[src/rtl/pdsc_pkg.sv]
package pdsc_pkg;
  typedef enum logic {DIR_OFF = 1'b0, DIR_ON = 1'b1} dir_e;

  // global register offsets
  localparam logic [7:0] A_STAT = 8'h00;
  localparam logic [7:0] A_ISR  = 8'h04;
  localparam logic [7:0] A_ICLR = 8'h08;
  localparam logic [7:0] A_IEN  = 8'h0C;
  localparam logic [7:0] A_IMSK = 8'h10;
  localparam logic [7:0] A_XMSK = 8'h14;

  // group banks
  localparam logic [7:0] BANK_BASE = 8'h40;
  localparam int         STRIDE_LG = 5;   // 0x20 bytes per bank

  localparam logic [4:0] O_PSTATE = 5'h00;
  localparam logic [4:0] O_OFFREQ = 5'h04;
  localparam logic [4:0] O_OFFACT = 5'h08;
  localparam logic [4:0] O_ONREQ  = 5'h0C;
  localparam logic [4:0] O_ONACT  = 5'h10;
  localparam logic [4:0] O_ERR    = 5'h14;
endpackage

[src/rtl/pdsc_seq.sv]
module pdsc_seq
  import pdsc_pkg::*;
#(
  parameter int ND     = 8,
  parameter int SETTLE = 8,
  localparam int IW    = (ND > 1) ? $clog2(ND) : 1,
  localparam int CW    = (SETTLE > 1) ? $clog2(SETTLE) : 1
) (
  input  logic          clk,
  input  logic          rst_n,
  input  logic          start,
  input  logic [IW-1:0] start_dom,
  input  dir_e          start_dir,
  output logic          busy,
  output logic          done,
  output logic [IW-1:0] done_dom,
  output logic [ND-1:0] pwr_off,
  output logic [ND-1:0] act_off,
  output logic [ND-1:0] act_on
);
  logic [CW-1:0] cnt;
  dir_e          cur_dir;

  always_ff @(posedge clk) begin
    if (!rst_n) begin
      busy     <= 1'b0;
      cnt      <= '0;
      done_dom <= '0;
      cur_dir  <= DIR_ON;
      pwr_off  <= '0;
    end else if (!busy) begin
      if (start) begin
        busy     <= 1'b1;
        cnt      <= CW'(SETTLE - 1);
        done_dom <= start_dom;
        cur_dir  <= start_dir;
      end
    end else if (cnt == '0) begin
      busy              <= 1'b0;
      pwr_off[done_dom] <= (cur_dir == DIR_OFF);
    end else begin
      cnt <= cnt - 1'b1;
    end
  end

  assign done = busy && (cnt == '0);

  for (genvar d = 0; d < ND; d++) begin : g_act
    assign act_off[d] = busy && (int'(done_dom) == d) && (cur_dir == DIR_OFF);
    assign act_on[d]  = busy && (int'(done_dom) == d) && (cur_dir == DIR_ON);
  end
endmodule

[src/rtl/pdsc_irq.sv]
module pdsc_irq #(
  parameter int ND = 8
) (
  input  logic          clk,
  input  logic          rst_n,
  input  logic [ND-1:0] set_vec,
  input  logic          clr_wr,
  input  logic          ien_wr,
  input  logic          imsk_wr,
  input  logic [ND-1:0] wdata,
  output logic [ND-1:0] isr,
  output logic [ND-1:0] ien,
  output logic [ND-1:0] imsk,
  output logic          irq
);
  logic [ND-1:0] clr_vec;
  assign clr_vec = clr_wr ? wdata : '0;

  always_ff @(posedge clk) begin
    if (!rst_n) begin
      isr  <= '0;
      ien  <= '0;
      imsk <= '0;
    end else begin
      isr <= (isr & ~clr_vec) | (set_vec & ien);
      if (ien_wr)  ien  <= wdata;
      if (imsk_wr) imsk <= wdata;
    end
  end

  assign irq = |(isr & ien & ~imsk);
endmodule

[src/rtl/pdom_seq_ctrl.sv]
module pdom_seq_ctrl
  import pdsc_pkg::*;
#(
  parameter int N_GRP      = 2,
  parameter int CH_PER_GRP = 4,
  parameter int SETTLE     = 8,
  parameter int ADDR_W     = 8,
  localparam int ND        = N_GRP * CH_PER_GRP,
  localparam int IW        = (ND > 1) ? $clog2(ND) : 1,
  localparam int CIW       = (CH_PER_GRP > 1) ? $clog2(CH_PER_GRP) : 1,
  localparam int BW        = ADDR_W - STRIDE_LG
) (
  input  logic              clk,
  input  logic              rst_n,
  input  logic              wr_en,
  input  logic              rd_en,
  input  logic [ADDR_W-1:0] addr,
  input  logic [31:0]       wdata,
  output logic [31:0]       rdata,
  input  logic [ND-1:0]     ext_off_req,
  input  logic [ND-1:0]     ext_on_req,
  output logic              irq
);
  localparam logic [31:0] CH_MASK = (32'd1 << CH_PER_GRP) - 32'd1;

  // address decode
  logic [ADDR_W-1:0]    off_full;
  logic [BW-1:0]        bank_idx;
  logic [STRIDE_LG-1:0] boff;
  logic                 in_bank;
  assign off_full = addr - ADDR_W'(BANK_BASE);
  assign bank_idx = off_full[ADDR_W-1:STRIDE_LG];
  assign boff     = off_full[STRIDE_LG-1:0];
  assign in_bank  = (addr >= ADDR_W'(BANK_BASE)) && (int'(bank_idx) < N_GRP);

  // bus request
  logic [CH_PER_GRP-1:0] ch_bits;
  logic [CIW-1:0]        ch_idx;
  logic                  bus_off, bus_on, bus_req, onehot, bus_accept;
  assign ch_bits = wdata[CH_PER_GRP-1:0];
  assign bus_off = wr_en && in_bank && (boff == O_OFFREQ);
  assign bus_on  = wr_en && in_bank && (boff == O_ONREQ);
  assign bus_req = bus_off || bus_on;
  assign onehot  = ((wdata & ~CH_MASK) == 32'd0) && ($countones(ch_bits) == 1);

  always_comb begin
    ch_idx = '0;
    for (int c = 0; c < CH_PER_GRP; c++)
      if (ch_bits[c]) ch_idx = CIW'(c);
  end

  // sequencer
  logic          seq_busy, seq_done;
  logic [IW-1:0] done_dom;
  logic [ND-1:0] pwr_off, act_off, act_on;
  assign bus_accept = bus_req && onehot && !seq_busy;

  // external requests
  logic [ND-1:0] xmsk, ext_pend;
  logic [IW-1:0] ext_pick;
  logic          ext_accept;
  assign ext_pend = (ext_off_req | ext_on_req) & ~xmsk;

  always_comb begin
    ext_pick = '0;
    for (int d = ND - 1; d >= 0; d--)
      if (ext_pend[d]) ext_pick = IW'(d);
  end
  assign ext_accept = !bus_req && !seq_busy && (|ext_pend);

  logic          start;
  logic [IW-1:0] start_dom;
  dir_e          start_dir;
  assign start     = bus_accept || ext_accept;
  assign start_dom = bus_accept ? IW'(int'(bank_idx) * CH_PER_GRP + int'(ch_idx)) : ext_pick;
  assign start_dir = bus_accept ? (bus_on ? DIR_ON : DIR_OFF)
                                : (ext_off_req[ext_pick] ? DIR_OFF : DIR_ON);

  pdsc_seq #(.ND(ND), .SETTLE(SETTLE)) u_seq (
    .clk       (clk),
    .rst_n     (rst_n),
    .start     (start),
    .start_dom (start_dom),
    .start_dir (start_dir),
    .busy      (seq_busy),
    .done      (seq_done),
    .done_dom  (done_dom),
    .pwr_off   (pwr_off),
    .act_off   (act_off),
    .act_on    (act_on)
  );

  // completion flags
  logic [ND-1:0] set_vec, isr, ien, imsk;
  for (genvar d = 0; d < ND; d++) begin : g_set
    assign set_vec[d] = seq_done && (int'(done_dom) == d);
  end

  pdsc_irq #(.ND(ND)) u_irq (
    .clk     (clk),
    .rst_n   (rst_n),
    .set_vec (set_vec),
    .clr_wr  (wr_en && (addr == ADDR_W'(A_ICLR))),
    .ien_wr  (wr_en && (addr == ADDR_W'(A_IEN))),
    .imsk_wr (wr_en && (addr == ADDR_W'(A_IMSK))),
    .wdata   (wdata[ND-1:0]),
    .isr     (isr),
    .ien     (ien),
    .imsk    (imsk),
    .irq     (irq)
  );

  // error and block-mask registers
  logic [ND-1:0] err;
  always_ff @(posedge clk) begin
    if (!rst_n) begin
      err  <= '0;
      xmsk <= '0;
    end else begin
      if (wr_en && (addr == ADDR_W'(A_XMSK))) xmsk <= wdata[ND-1:0];
      if (start) begin
        err[start_dom] <= 1'b0;
      end else if (bus_req) begin
        for (int g = 0; g < N_GRP; g++)
          if (int'(bank_idx) == g)
            err[g*CH_PER_GRP +: CH_PER_GRP] <= err[g*CH_PER_GRP +: CH_PER_GRP] | ch_bits;
      end
    end
  end

  // read path
  logic [31:0] rd_mux;
  always_comb begin
    rd_mux = 32'd0;
    if (!in_bank) begin
      case (addr)
        ADDR_W'(A_STAT): rd_mux = {30'd0, !seq_busy, !seq_busy};
        ADDR_W'(A_ISR):  rd_mux = 32'(isr);
        ADDR_W'(A_IEN):  rd_mux = 32'(ien);
        ADDR_W'(A_IMSK): rd_mux = 32'(imsk);
        ADDR_W'(A_XMSK): rd_mux = 32'(xmsk);
        default:         rd_mux = 32'd0;
      endcase
    end else begin
      for (int g = 0; g < N_GRP; g++) begin
        if (int'(bank_idx) == g) begin
          case (boff)
            O_PSTATE: rd_mux = 32'(pwr_off[g*CH_PER_GRP +: CH_PER_GRP]);
            O_OFFACT: rd_mux = 32'(act_off[g*CH_PER_GRP +: CH_PER_GRP]);
            O_ONACT:  rd_mux = 32'(act_on[g*CH_PER_GRP +: CH_PER_GRP]);
            O_ERR:    rd_mux = 32'(err[g*CH_PER_GRP +: CH_PER_GRP]);
            default:  rd_mux = 32'd0;
          endcase
        end
      end
    end
  end

  always_ff @(posedge clk) begin
    if (!rst_n)     rdata <= 32'd0;
    else if (rd_en) rdata <= rd_mux;
  end
endmodule

[config.mk]
export PLATFORM = sky130hd
export DESIGN_NAME = pdom_seq_ctrl
export DESIGN_NICKNAME = d
export VERILOG_FILES = /design/src/rtl/pdsc_pkg.sv /design/src/rtl/pdsc_seq.sv /design/src/rtl/pdsc_irq.sv /design/src/rtl/pdom_seq_ctrl.sv
export SDC_FILE = /design/constraint.sdc
export NUM_CORES = 1
export LEC_CHECK = 0
export ABC_AREA = 1
export BUFFER_PORTS_ARGS = -buffer_cell sky130_fd_sc_hd__buf_2
export CORE_UTILIZATION = 50
export DETAILED_ROUTE_END_ITERATION = 12
export PLACE_DENSITY = 0.75
export SYNTH_ARGS = -nofsm -noshare
export SYNTH_HDL_FRONTEND = slang
export SYNTH_SLANG_ARGS = --single-unit
[constraint.sdc]
create_clock -name clk -period 5.53 [get_ports clk]
set_clock_uncertainty 0.05 [all_clocks]
set_input_delay 1.106 -clock clk [delete_from_list [all_inputs] [get_ports clk]]
set_output_delay 1.106 -clock clk [all_outputs]
set_load 0.01 [all_outputs]
==> metrics <==
worst vdd ir=0.000121 V; layout cells sized above 1=18.1%; critical path, cell by cell=buf_2 > inv_1 > fa_1 > inv_1 > ha_1 > ha_1 > nor2_1 > nand4_1 > nor2_1 > nand2_4 > nand2_2 > or2_1 > o21ai_0 > nand3_1 > inv_1; Final Slew Violations=0; io pins=93; Least-Margin Pin Slew=796 ps; Final #Nets=699; DRC Markers=0; final hold vios=0; GRT overflow=0; fin crit share=62.2%; CP arrival=3640 ps; Core Region=7330 um2; vias per cell=5.31; Synth Instances=567; most used cell, CP=inv_1; syn avg cell area=6.76 um2; clock buffer depth=2; Placement Rows=31; n_diodes=0; Die ar.=8020 um2; Initial DRC Count=306; die width=89.6 um; area leader, netlist=dfxtp_1; worst path required time=5730 ps; final setup vio count=0; post-synth cell types=44; hpwl dp=8.00 mm; Synth Cell Area=3830 um2; #FFs+latches synth=64; fmax=0.291 GHz; initial core utilization=52.3%; area delta synth->final=14.4%; clk root buf=clkbuf_8; first-pass GRT wire length=16.3 mm; critical path endpoint category=register; dpl cells=720; Vias=3909; TNS Setup=0 ps; CP startpoint kind=input pin; total wire length=10.7 mm; post-layout min period=3440 ps; RSZ-0062 raised after global routing=false; pin count of the biggest net entering global routing=51; Crit path largest cell delay=520 ps; sequential cell area fraction in the yosys report=33.4%; Port Buf Inserts=68; pwr/cell area=252 nW/um2; Post-CTS Setup Inserts=0; CTS tree=yes; htree depth=3; Crit-path slowest cell=fa_1; MaxCap Viol Count=0; clock transition at the registers of the reported paths=80 ps; Clock Sinks=64; number of global-route vias before repair=3366; yosys warns=0; # hold bufs at CTS=0; Final Instance Count excl. Fillers=736; wire length per cell=14.5 um; post_cts resized=0; Yosys top cell area share=33.4%; worst hold path type=reg2reg; routability congestion estimate from global placement=0.894; chip height=89.6 um; Inserted Clock Buffers=9; classification of the worst setup path=in2reg; outcome=complete, no violations; Lkg Pwr=0.00193 uW; Worst Path Max Fanout=12; Post-DRT Antenna Nets=0; synth top area cells=dfxtp_1, inv_1, nand2_1, o21ai_0, a21oi_1; first-pass detailed-route iteration total=5; Max-slew headroom=46.9%; Overall Global Routing Usage=27.6%; worst-skew pair later-pin latency=350 ps; initial antenna violation count=0
power by group:
part / leakage (uW) / switching, uW / total [uW] / internal [uW]
registers: 0.000518 / 8.22 / 476 / 468
clock network: 0.000124 / 191 / 503 / 312
logic: 0.00128 / 83.8 / 125 / 41.1
total: 0.00193 / 283 / 1100 / 821
cell type report:
class                      count  area [um2]
clock buffer                  11         141
timing repair buffer          68         340
fill                         703        2940
multi-input combinational    395        2040
clock inverter                 5         104
sequential                    64        1280
inverter                      94         359
tap                           99         124
cells in the final DEF, fill, tap and decap left out, types with 3 or more instances in the layout:
cell type   n
a21oi_1    58
a31oi_1     5
buf_2      68
bufinv_16   3
clkbuf_8   10
conb_1     24
dfxtp_1    64
ha_1        6
inv_1      87
inv_2       5
nand2_1    85
nand2_2     3
nand3_1    38
nand4_1     4
nor2_1     41
nor2_2      5
nor3_1     12
o211ai_1    4
o21ai_0    59
o21ai_1     7
o21ai_2     7
o22ai_1    15
worst max-delay path: cells and delay by family:
| kind | cells | cell delay [ps] |
|---|---|---|
| adders and majority gates | 3 | 960 |
| AOI/OAI and AO/OA | 1 | 90 |
| and+or+nand+nor | 7 | 1110 |
| buffers and inverters | 4 | 370 |
cells by family after synthesis:
group	count (synthesis)	share of synthesized area (%)
AO/OA/AOI/OAI	161	23.7
adder cells (fa/ha/maj)	7	2.48
buffers and inverters	131	15.7
flip-flops	64	33.4
other	1	0.0978
AND/OR/NAND/NOR	203	24.6
through the flow:
stage	cell area, um2	power [uW]	hold slack [ps]	worst slack (ps)	util, %
global placement	4140	606	395	1890	56.5
detailed placement	4140	608	405	1800	56.5
finish	4390	1100	415	2090	59.8
CTS	4390	1110	418	2130	59.8
global route	4390	1140	443	1900	59.8
floorplan	3920	575	372	2200	-
worst paths after layout:
kind / from / endpoint / cells past startpoint / slack (ps)
hold / removal: u_seq.cnt[2]$_SDFFE_PN0P_ / u_seq.cnt[2]$_SDFFE_PN0P_ / 2 / 410
setup reg to reg: xmsk[6]$_SDFFE_PN0P_ / err[2]$_SDFFE_PN0P_ / 10 / 3650
hold reg to reg: u_seq.cnt[2]$_SDFFE_PN0P_ / u_seq.cnt[2]$_SDFFE_PN0P_ / 2 / 410
setup / recovery: wdata[3] / err[3]$_SDFFE_PN0P_ / 15 / 2090
metal layers:
metal	track usage [%]	up-vias	share of wire (%)
met5	0	-	0
met4	15.4	0	3.7
met3	3.14	25	8.4
met2	41.2	205	43
met1	38.5	1718	45
li1	-	1961	-
sequential cells by signal, summed over array words and instances (netlist names):
register,count
err,8
rdata,8
u_irq.ien,8
u_irq.imsk,8
u_irq.isr,8
u_seq.pwr_off,8
xmsk,8
u_seq.cnt,3
u_seq.done_dom,3
u_seq.busy,1
u_seq.cur_dir,1
synth_stat cells:
| cell type | count |
|---|---|
| or2_2 | 1 |
| o21ai_2 | 7 |
| nand2_1 | 85 |
| conb_1 | 1 |
| nand3_2 | 1 |
| nor4_1 | 2 |
| nor3b_1 | 1 |
| nand2_4 | 2 |
| a31oi_1 | 5 |
| nand4_1 | 4 |
| o31ai_4 | 1 |
| nor3_4 | 1 |
| inv_1 | 87 |
| nor2_1 | 41 |
| buf_1 | 1 |
| clkinv_2 | 1 |
| nand2_2 | 3 |
| nand3_1 | 38 |
| nand3b_1 | 2 |
| buf_6 | 1 |
| fa_1 | 1 |
| inv_6 | 1 |
| or2_1 | 1 |
| nor3_2 | 2 |
| o211ai_1 | 4 |
| buf_2 | 2 |
| nor3_1 | 12 |
| dfxtp_1 | 64 |
| buf_4 | 25 |
| a21oi_1 | 58 |
| a22o_1 | 1 |
| inv_2 | 5 |
| ha_1 | 6 |
| a211oi_1 | 1 |
| o21ai_0 | 59 |
| nor2_2 | 5 |
| o21ai_4 | 1 |
| clkbuf_1 | 8 |
| o21ai_1 | 7 |
| nand4_4 | 1 |
| o211a_1 | 1 |
| nand2b_1 | 1 |
| o22ai_1 | 15 |
| o2111ai_1 | 1 |
No activity file was read; power rests on OpenSTA's default activity.
